$ cat src/rtl/twin_rate_pkg.sv
package twin_rate_pkg;
  localparam int TC_W    = 8;
  localparam int EXP_W   = 4;
  localparam int EXP_MAX = 9;
  localparam int SEL_W   = 2;
  localparam int N_DIR   = 2;
  localparam int RATIO_W = TC_W + 1;
  localparam int PRE_W   = EXP_MAX;
  localparam logic [TC_W-1:0] TC_RESET = '0;

  typedef logic [RATIO_W-1:0] ratio_t;
  typedef logic [EXP_W-1:0]   exp_t;
  typedef logic [PRE_W-1:0]   pre_t;

  // Field value to divide ratio: zero stands for 2^TC_W.
  function automatic ratio_t tc_ratio(input logic [TC_W-1:0] f);
    if (f == '0) return ratio_t'(1) << TC_W;
    return ratio_t'(f);
  endfunction

  function automatic exp_t exp_clamp(input exp_t e);
    return (e > exp_t'(EXP_MAX)) ? exp_t'(EXP_MAX) : e;
  endfunction

  // Last prescaler position for exponent e: 2^e - 1.
  function automatic pre_t pre_last(input exp_t e);
    pre_t ones;
    ones = '1;
    return ones >> (PRE_W - int'(e));
  endfunction

  // Top position bit of the prescaler: set during the second half of a period.
  function automatic pre_t pre_half_mask(input exp_t e);
    return pre_last(e) ^ (pre_last(e) >> 1);
  endfunction
endpackage

$ cat src/rtl/twin_rate_cfg.sv
module twin_rate_cfg
  import twin_rate_pkg::*;
(
  input  logic                   clk,
  input  logic                   rst,
  input  logic                   we,
  input  logic [SEL_W-1:0]       sel,
  input  logic [TC_W-1:0]        wdata,
  output logic [TC_W-1:0]        tc_stage,
  output exp_t [N_DIR-1:0]       exp_stage
);
  always_ff @(posedge clk) begin
    if (rst) begin
      tc_stage  <= TC_RESET;
      exp_stage <= '0;
    end else if (we) begin
      if (sel == '0) tc_stage <= wdata;
      for (int d = 0; d < N_DIR; d++) begin
        if (sel == SEL_W'(d + 1)) exp_stage[d] <= wdata[EXP_W-1:0];
      end
    end
  end
endmodule

$ cat src/rtl/twin_tc_div.sv
module twin_tc_div
  import twin_rate_pkg::*;
(
  input  logic            clk,
  input  logic            rst,
  input  logic [TC_W-1:0] tc_stage,
  output logic            base_tick,
  output logic            upper_half,
  output ratio_t          tc_act
);
  ratio_t cnt;

  always_ff @(posedge clk) begin
    if (rst) begin
      tc_act <= tc_ratio(TC_RESET);
      cnt    <= tc_ratio(TC_RESET) - ratio_t'(1);
    end else if (cnt == '0) begin
      tc_act <= tc_ratio(tc_stage);
      cnt    <= tc_ratio(tc_stage) - ratio_t'(1);
    end else begin
      cnt <= cnt - ratio_t'(1);
    end
  end

  assign base_tick  = (cnt == '0);
  // Count runs downward, so the first ceil(T/2) values are the upper ones.
  assign upper_half = (cnt >= (tc_act >> 1));
endmodule

$ cat src/rtl/twin_pow2_pre.sv
module twin_pow2_pre
  import twin_rate_pkg::*;
(
  input  logic clk,
  input  logic rst,
  input  logic base_tick,
  input  logic upper_half,
  input  exp_t exp_stage,
  output logic tick,
  output logic rate_clk,
  output exp_t exp_act
);
  pre_t pos;
  logic period_end;

  assign period_end = base_tick && (pos == pre_last(exp_act));

  always_ff @(posedge clk) begin
    if (rst) begin
      pos     <= '0;
      exp_act <= '0;
    end else if (period_end) begin
      pos     <= '0;
      exp_act <= exp_clamp(exp_stage);
    end else if (base_tick) begin
      pos <= pos + pre_t'(1);
    end
  end

  assign tick     = period_end & ~rst;
  assign rate_clk = ~rst & ((exp_act == '0) ? upper_half
                                            : ((pos & pre_half_mask(exp_act)) == '0));
endmodule

$ cat src/rtl/twin_rate_gen.sv
module twin_rate_gen
  import twin_rate_pkg::*;
(
  input  logic             clk,
  input  logic             rst,
  input  logic             cfg_we,
  input  logic [SEL_W-1:0] cfg_sel,
  input  logic [TC_W-1:0]  cfg_wdata,
  output logic             tx_tick,
  output logic             tx_clk,
  output logic             rx_tick,
  output logic             rx_clk
);
  logic [TC_W-1:0]  tc_stage;
  exp_t [N_DIR-1:0] exp_stage;
  exp_t [N_DIR-1:0] exp_act;
  logic [N_DIR-1:0] tick_v;
  logic [N_DIR-1:0] clk_v;
  logic             base_tick;
  logic             upper_half;
  ratio_t           tc_act;

  twin_rate_cfg u_cfg (
    .clk(clk), .rst(rst), .we(cfg_we), .sel(cfg_sel), .wdata(cfg_wdata),
    .tc_stage(tc_stage), .exp_stage(exp_stage)
  );

  twin_tc_div u_div (
    .clk(clk), .rst(rst), .tc_stage(tc_stage),
    .base_tick(base_tick), .upper_half(upper_half), .tc_act(tc_act)
  );

  for (genvar d = 0; d < N_DIR; d++) begin : g_dir
    twin_pow2_pre u_pre (
      .clk(clk), .rst(rst), .base_tick(base_tick), .upper_half(upper_half),
      .exp_stage(exp_stage[d]), .tick(tick_v[d]), .rate_clk(clk_v[d]),
      .exp_act(exp_act[d])
    );
  end

  assign tx_tick = tick_v[0];
  assign tx_clk  = clk_v[0];
  assign rx_tick = tick_v[1];
  assign rx_clk  = clk_v[1];
endmodule

$ cat config.mk
export PLATFORM = sky130hd
export DESIGN_NAME = twin_rate_gen
export DESIGN_NICKNAME = d
export VERILOG_FILES = /design/src/rtl/twin_rate_pkg.sv /design/src/rtl/twin_rate_cfg.sv /design/src/rtl/twin_tc_div.sv /design/src/rtl/twin_pow2_pre.sv /design/src/rtl/twin_rate_gen.sv
export SDC_FILE = /design/constraint.sdc
export NUM_CORES = 1
export LEC_CHECK = 0
export BUFFER_PORTS_ARGS = -buffer_cell sky130_fd_sc_hd__buf_2
export CORE_MARGIN = 5
export CORE_UTILIZATION = 45
export CTS_CLUSTER_DIAMETER = 120
export DETAILED_ROUTE_END_ITERATION = 8
export SYNTH_ARGS = -nofsm -noshare
export SYNTH_HDL_FRONTEND = slang
export SYNTH_SLANG_ARGS = --single-unit
$ cat constraint.sdc
create_clock -name clk -period 10.4 [get_ports clk]
set_clock_uncertainty 0.2 [all_clocks]
set_input_delay 2.08 -clock clk [delete_from_list [all_inputs] [get_ports clk]]
set_output_delay 2.08 -clock clk [all_outputs]
set_load 0.01 [all_outputs]
Word level (Yosys, flattened, before mapping) --
Index checks and enable logic that the tools add are counted.
Word-level totals: register bits 60, bits of input ports 13, output and inout bits 4, logic and storage cells 59
Operators by class: add/subtract/negate cells 6, order comparisons 3, equality and inequality tests 4, shift-type cells 2, muxes and demuxes 12, bitwise operators 9, reductions and logical operators 14
Operators by type and width (count):
- $shr A9 B32 Y9 const A | 2
- $mux W9 | 5
- $logic_not A9 Y1 | 3
- $add A9 B1 Y9 const B | 2
- $and A9 B9 Y9 | 2
- $eq A9 B9 Y1 | 2
- $sub A9 B1 Y9 const B | 2
- $xor A9 B8 Y9 | 2
- $sub A4 B4 Y5 const A | 2
- $ge A9 B8 Y1 | 1
- $gt A4 B4 Y1 const B | 2
- $logic_not A4 Y1 | 2
- $logic_not A8 Y1 | 1
- $mux W4 | 2
- $reduce_and A2 Y1 | 3
- $mux W1 | 5
- $and A1 B1 Y1 | 4
- $reduce_or A2 Y1 | 2
- $eq A2 B1 Y1 const B | 1
- $eq A2 B2 Y1 const B | 1
- $logic_and A1 B1 Y1 | 2
- $logic_not A2 Y1 | 1
- $not A1 Y1 | 1

Logic depth before layout (Yosys ltp) --
word-level depth 9, gate-level depth with buffers 15, mapped depth without buffers 12

Cells and area by module --
A second synthesis with hierarchy kept.
Unflattened totals: cells, all modules 476, area, all modules 4058.9 sq um
By module, submodules not included:
- twin_pow2_pre | instances 2, cells an instance 140, area each 1164.9 sq um, sequential area each 260.2 sq um
- twin_tc_div | instances 1, cells an instance 132, area each 1044.8 sq um, sequential area each 360.3 sq um
- twin_rate_cfg | instances 1, cells an instance 64, area each 684.4 sq um, sequential area each 320.3 sq um

Worst setup path before layout --
OpenSTA, ideal clock, no wires.
kind register to output, start reg g_dir[1].u_pre.exp_act[1], end out rx_tick, arrival 3193 ps, data required time 8120 ps, path slack 4927 ps, stages on the path, launching flop included 12, buffers on the path 1, cell sequence dfxtp_1 clkbuf_1 inv_1 ha_1 and3b_1 or2_2 and3_1 ha_1 a221oi_1 nand3_1 or4_1 nor4_1
On the way: word-level cells in the longest chain between the ends 5
RTL lines:
- from (decl) | RTL line twin_pow2_pre.sv:11 | output exp_t exp_act
- from (signal assigned) | RTL line twin_pow2_pre.sv:24 | exp_act <= exp_clamp(exp_stage);
- $sub A4 B4 Y5 | RTL line twin_rate_pkg.sv:29 | return ones >> (PRE_W - int'(e));
- $shr A9 B32 Y9 | RTL line twin_rate_pkg.sv:29
- $eq A9 B9 Y1 | RTL line twin_pow2_pre.sv:16 | assign period_end = base_tick && (pos == pre_last(exp_act));
- $logic_and A1 B1 Y1 | RTL line twin_pow2_pre.sv:16
- $and A1 B1 Y1 | RTL line twin_pow2_pre.sv:30 | assign tick = period_end & ~rst;
- to (decl) | RTL line twin_rate_gen.sv:11 | output logic rx_tick,
Every way passes these cells.

Worst setup path after layout --
Ends and elaborated chain as after synthesis.

==> impl_results.rst <==
.. list-table::
   :header-rows: 1

   * - Metric
     - Value
   * - Die span in y
     - 101 um
   * - Crit path largest cell delay
     - 0.63 ns
   * - Sequential share of the synthesized area
     - 31.9%
   * - 1st-iter DRT viols
     - 151
   * - GRT overflow
     - 0
   * - Most used flip-flop cell after synthesis
     - dfxtp_1
   * - Number of diodes
     - 0
   * - Cell type with the highest aggregate area in the netlist
     - dfxtp_1
   * - RSZ-0062 raised after global routing
     - no
   * - Yosys top cell area share
     - 31.9%
   * - Required time worst endpoint
     - 8.12 ns
   * - Shortest clock period the worst path allows after layout
     - 6.13 ns
   * - Leak Pwr
     - 1.51 nW
   * - Clock-pin slew on the worst setup and hold paths
     - 0.07 ns
   * - HPWL after detailed placement
     - 6.10 mm
   * - Pre-antenna DRT Iters
     - 5
   * - Total global-route track usage
     - 17.6%
   * - Final-stage net count
     - 486
   * - Critical-path top delay cell
     - dfxtp_1
   * - Final number of hold-violating endpoints
     - 0
   * - Sinks on Clock Net
     - 59
   * - Synth Register Bits
     - 59
   * - Number of cells traversed by the worst register-to-register path
     - 11
   * - Total Power
     - 0.000456 W
   * - Number of endpoints failing setup at the final stage
     - 0
   * - Netlist area before placement
     - 3710 um^2
   * - Post-place setup slack
     - 4.58 ns
   * - Number of buffers inserted to repair setup after CTS
     - 0
   * - Die Area
     - 10200 um^2
   * - HP Start
     - u_div.tc_act[3]
   * - Via-to-Cell Ratio
     - 5.82
   * - Avg Cell Area, Syn
     - 8.17 um^2
   * - Max-slew headroom at the worst pin
     - 42.9%
   * - Global-route wire length before repair
     - 14.5 mm
   * - CTS Buffer Depth
     - 2
   * - Initial Util
     - 45.6%
   * - Power density of the placed cells
     - 113 nW/um^2
   * - Maximum clock frequency
     - 163 MHz
   * - Setup slack, reg-to-reg
     - 6.41 ns
   * - Clock root buffer
     - clkbuf_8
   * - Initial antenna violation count
     - 0
   * - # DRC
     - 0
   * - Die width
     - 101 um
   * - Total number of vias
     - 3303
   * - Vias in the first global route
     - 3071
   * - Worst hold-check path type
     - reg -> reg
   * - Number of buffers created by CTS
     - 9
   * - Top-level I/O count
     - 17
   * - Final worst-path cycle share
     - 59.0%
   * - Tightest Pin Transition
     - 0.848 ns
   * - Standard-cell rows
     - 33
   * - Proportion of register bits with asynchronous set or reset after synthesis
     - 0%
   * - Remaining number of nets flagged by the antenna check after routing
     - 0
   * - Relative area change from synthesis to final layout
     - 8.44%
   * - TritonCTS clock tree
     - done
   * - Result of the run
     - completed
   * - Final Wtd Congestion
     - 0.863
   * - Setup Total Neg Slack
     - 0 ns
   * - Crit path DAT
     - 3.85 ns
   * - CTS Hold Bufs
     - 0
   * - Wire length after detailed routing
     - 8.69 mm
   * - Cells traversed along the worst timing path
     - inv_1, ha_1, nor2_1, or2_2, and3_1, ha_1, a221oi_1, nand3_1, or4_1, nor4_1, buf_2
   * - Startpoint type of the worst setup path
     - flip-flop
   * - Maximum fanout along the worst path
     - 17
   * - # H-tree levels
     - 3
   * - Maximum number of pins on one net before global-route repair
     - 59
   * - Source of the worst register-to-register timing path
     - g_dir[1].u_pre.exp_act[1]
   * - Final Worst Setup Slack
     - 4.27 ns
   * - Worst Hold Endpoint
     - u_div.tc_act[3]
   * - Post-synthesis cell type count
     - 62
   * - Average wire per standard cell
     - 15.3 um
   * - Number of enable-type register cells in the synthesized netlist
     - 0
   * - Post-synthesis cell count
     - 454
   * - Post-CTS Resized
     - 0
   * - Max-slew violations
     - 0
   * - Number of max-cap violations
     - 0
   * - Crit-path most repeated cell
     - ha_1
   * - Floorplan core area
     - 8130 um^2
   * - Clock Latency Late Sink
     - 0.33 ns
   * - Post-Synthesis Net Count
     - 482
   * - Worst hold path stage count
     - 2
   * - Fraction of layout instances using a drive strength above 1
     - 11.0%
   * - Kind of end point of the critical path
     - primary output
   * - Kind of critical path
     - reg -> out
   * - Share of the core filled with cells in the final layout
     - 49.4%
   * - Worst reg2reg path endpoint
     - g_dir[1].u_pre.exp_act[0]
   * - Port buffer count
     - 16
   * - Top post-synthesis cells by area
     - dfxtp_1 32%, mux2i_1 5.4%, ha_1 5.1%
   * - Peak VDD IR
     - 78.0 uV
   * - Total of warnings raised by yosys
     - 0
## state kept, by name, indices dropped and copies added (netlist names)
signal	flops
g_dir.u_pre.pos	18
u_cfg.tc_stage	8
g_dir.u_pre.exp_act	8
u_div.tc_act	8
u_div.cnt	9
u_cfg.exp_stage	8
## Yosys cell counts (11+ instances only)
cell type	number
xor2_1	13
dfxtp_1	59
nor3_1	21
xnor2_1	15
ha_1	15
nand2_1	31
mux2i_1	20
nand4_1	13
clkbuf_1	13
nor2_1	41
and3_1	11
o21ai_0	17
a21oi_1	31
inv_1	16
nand2b_1	15
## layer usage
| layer | share of wire, % | routed length, um | track usage, % | up-vias |
|---|---|---|---|---|
| li1 | - | - | - | 1665 |
| met5 | 0 | 0 | 0 | - |
| met1 | 49 | 4300 | 24.5 | 1549 |
| met2 | 45 | 3930 | 26.5 | 79 |
| met3 | 4.0 | 352 | 3.32 | 10 |
| met4 | 1.3 | 115 | 7.67 | 0 |
## worst max-delay path by stage
stage / from / to / cells after the start
6_report: g_dir[1].u_pre.exp_act[1] / rx_tick / 11
5_1_grt: g_dir[1].u_pre.exp_act[1] / rx_tick / 11
4_1_cts: g_dir[1].u_pre.exp_act[1] / rx_tick / 11
3_5_place_dp: rst / rx_clk / 7
3_3_place_gp: rst / rx_clk / 7
2_1_floorplan: g_dir[1].u_pre.exp_act[1] / rx_tick / 11
## layout by cell type, fill, tap and decap left out, drive strengths merged, types with 3 or more instances in the layout
cell type,synthesis,final
clkbuf,13,9
a221oi,3,3
buf,13,19
xor2,13,13
xnor2,15,15
a31oi,3,3
nand3,7,7
or4,5,5
nor2b,10,10
nor3,22,22
nand4b,3,3
a21oi,31,31
nor4,6,6
nand4,13,13
o211ai,6,6
inv,16,16
a211o,3,3
and3,11,11
or3,7,7
ha,15,15
clkinv,0,4
a211oi,5,5
a311oi,3,3
nand2,31,31
nand2b,15,15
o21ai,17,17
or2,5,5
nor3b,3,3
a21o,5,5
o31ai,4,4
dfxtp,59,59
mux2i,20,20
nor2,41,41
a2111oi,3,3
## through the flow
| step | hold slack [ns] | cells | area, um^2 |
|---|---|---|---|
| finish | 0.258 | 568 | 4020 |
| global route | 0.286 | 568 | 4020 |
| CTS | 0.261 | 568 | 4020 |
| detailed placement | 0.251 | 552 | 3830 |
| global placement | 0.244 | 552 | 3830 |
| floorplan | 0.235 | 454 | 3710 |
## kinds of logic after synthesis
logic type,Yosys count,synth area share [%]
and+or+nand+nor,189,27.9
AOI/OAI and AO/OA,101,18.5
DFF,59,31.9
buffers and inverters,42,4.69
xor gates and xnor gates,28,6.62
muxes,20,5.40
adders and majority gates,15,5.06
## worst max-delay path: cells and delay by family (launching register included)
kind	cells	cell delay (ns)
AO/OA/AOI/OAI	1	0.27
adder cells (fa/ha/maj)	2	0.50
buffers and inverters	2	0.28
flip-flops	1	0.63
AND/OR/NAND/NOR	6	1.81
## final cells by class
class	instances	area (um^2)
Timing Repair Buffer	19	103
Tap cell	105	131
Inverter	16	60.1
Sequential cell	59	1180
Clock inverter	7	68.8
Clock buffer	9	124
Multi-Input combinational cell	353	2350
Fill cell	768	4110
## power breakdown
part	leakage (nW)	internal, W	switching, W
Clock	0.0950	0.000110	0.0000937
Combinational	0.940	0.00000924	0.0000115
Sequential	0.477	0.000229	0.00000330
Total	1.51	0.000348	0.000108
Note: power is estimated with default switching activity, not from simulation.
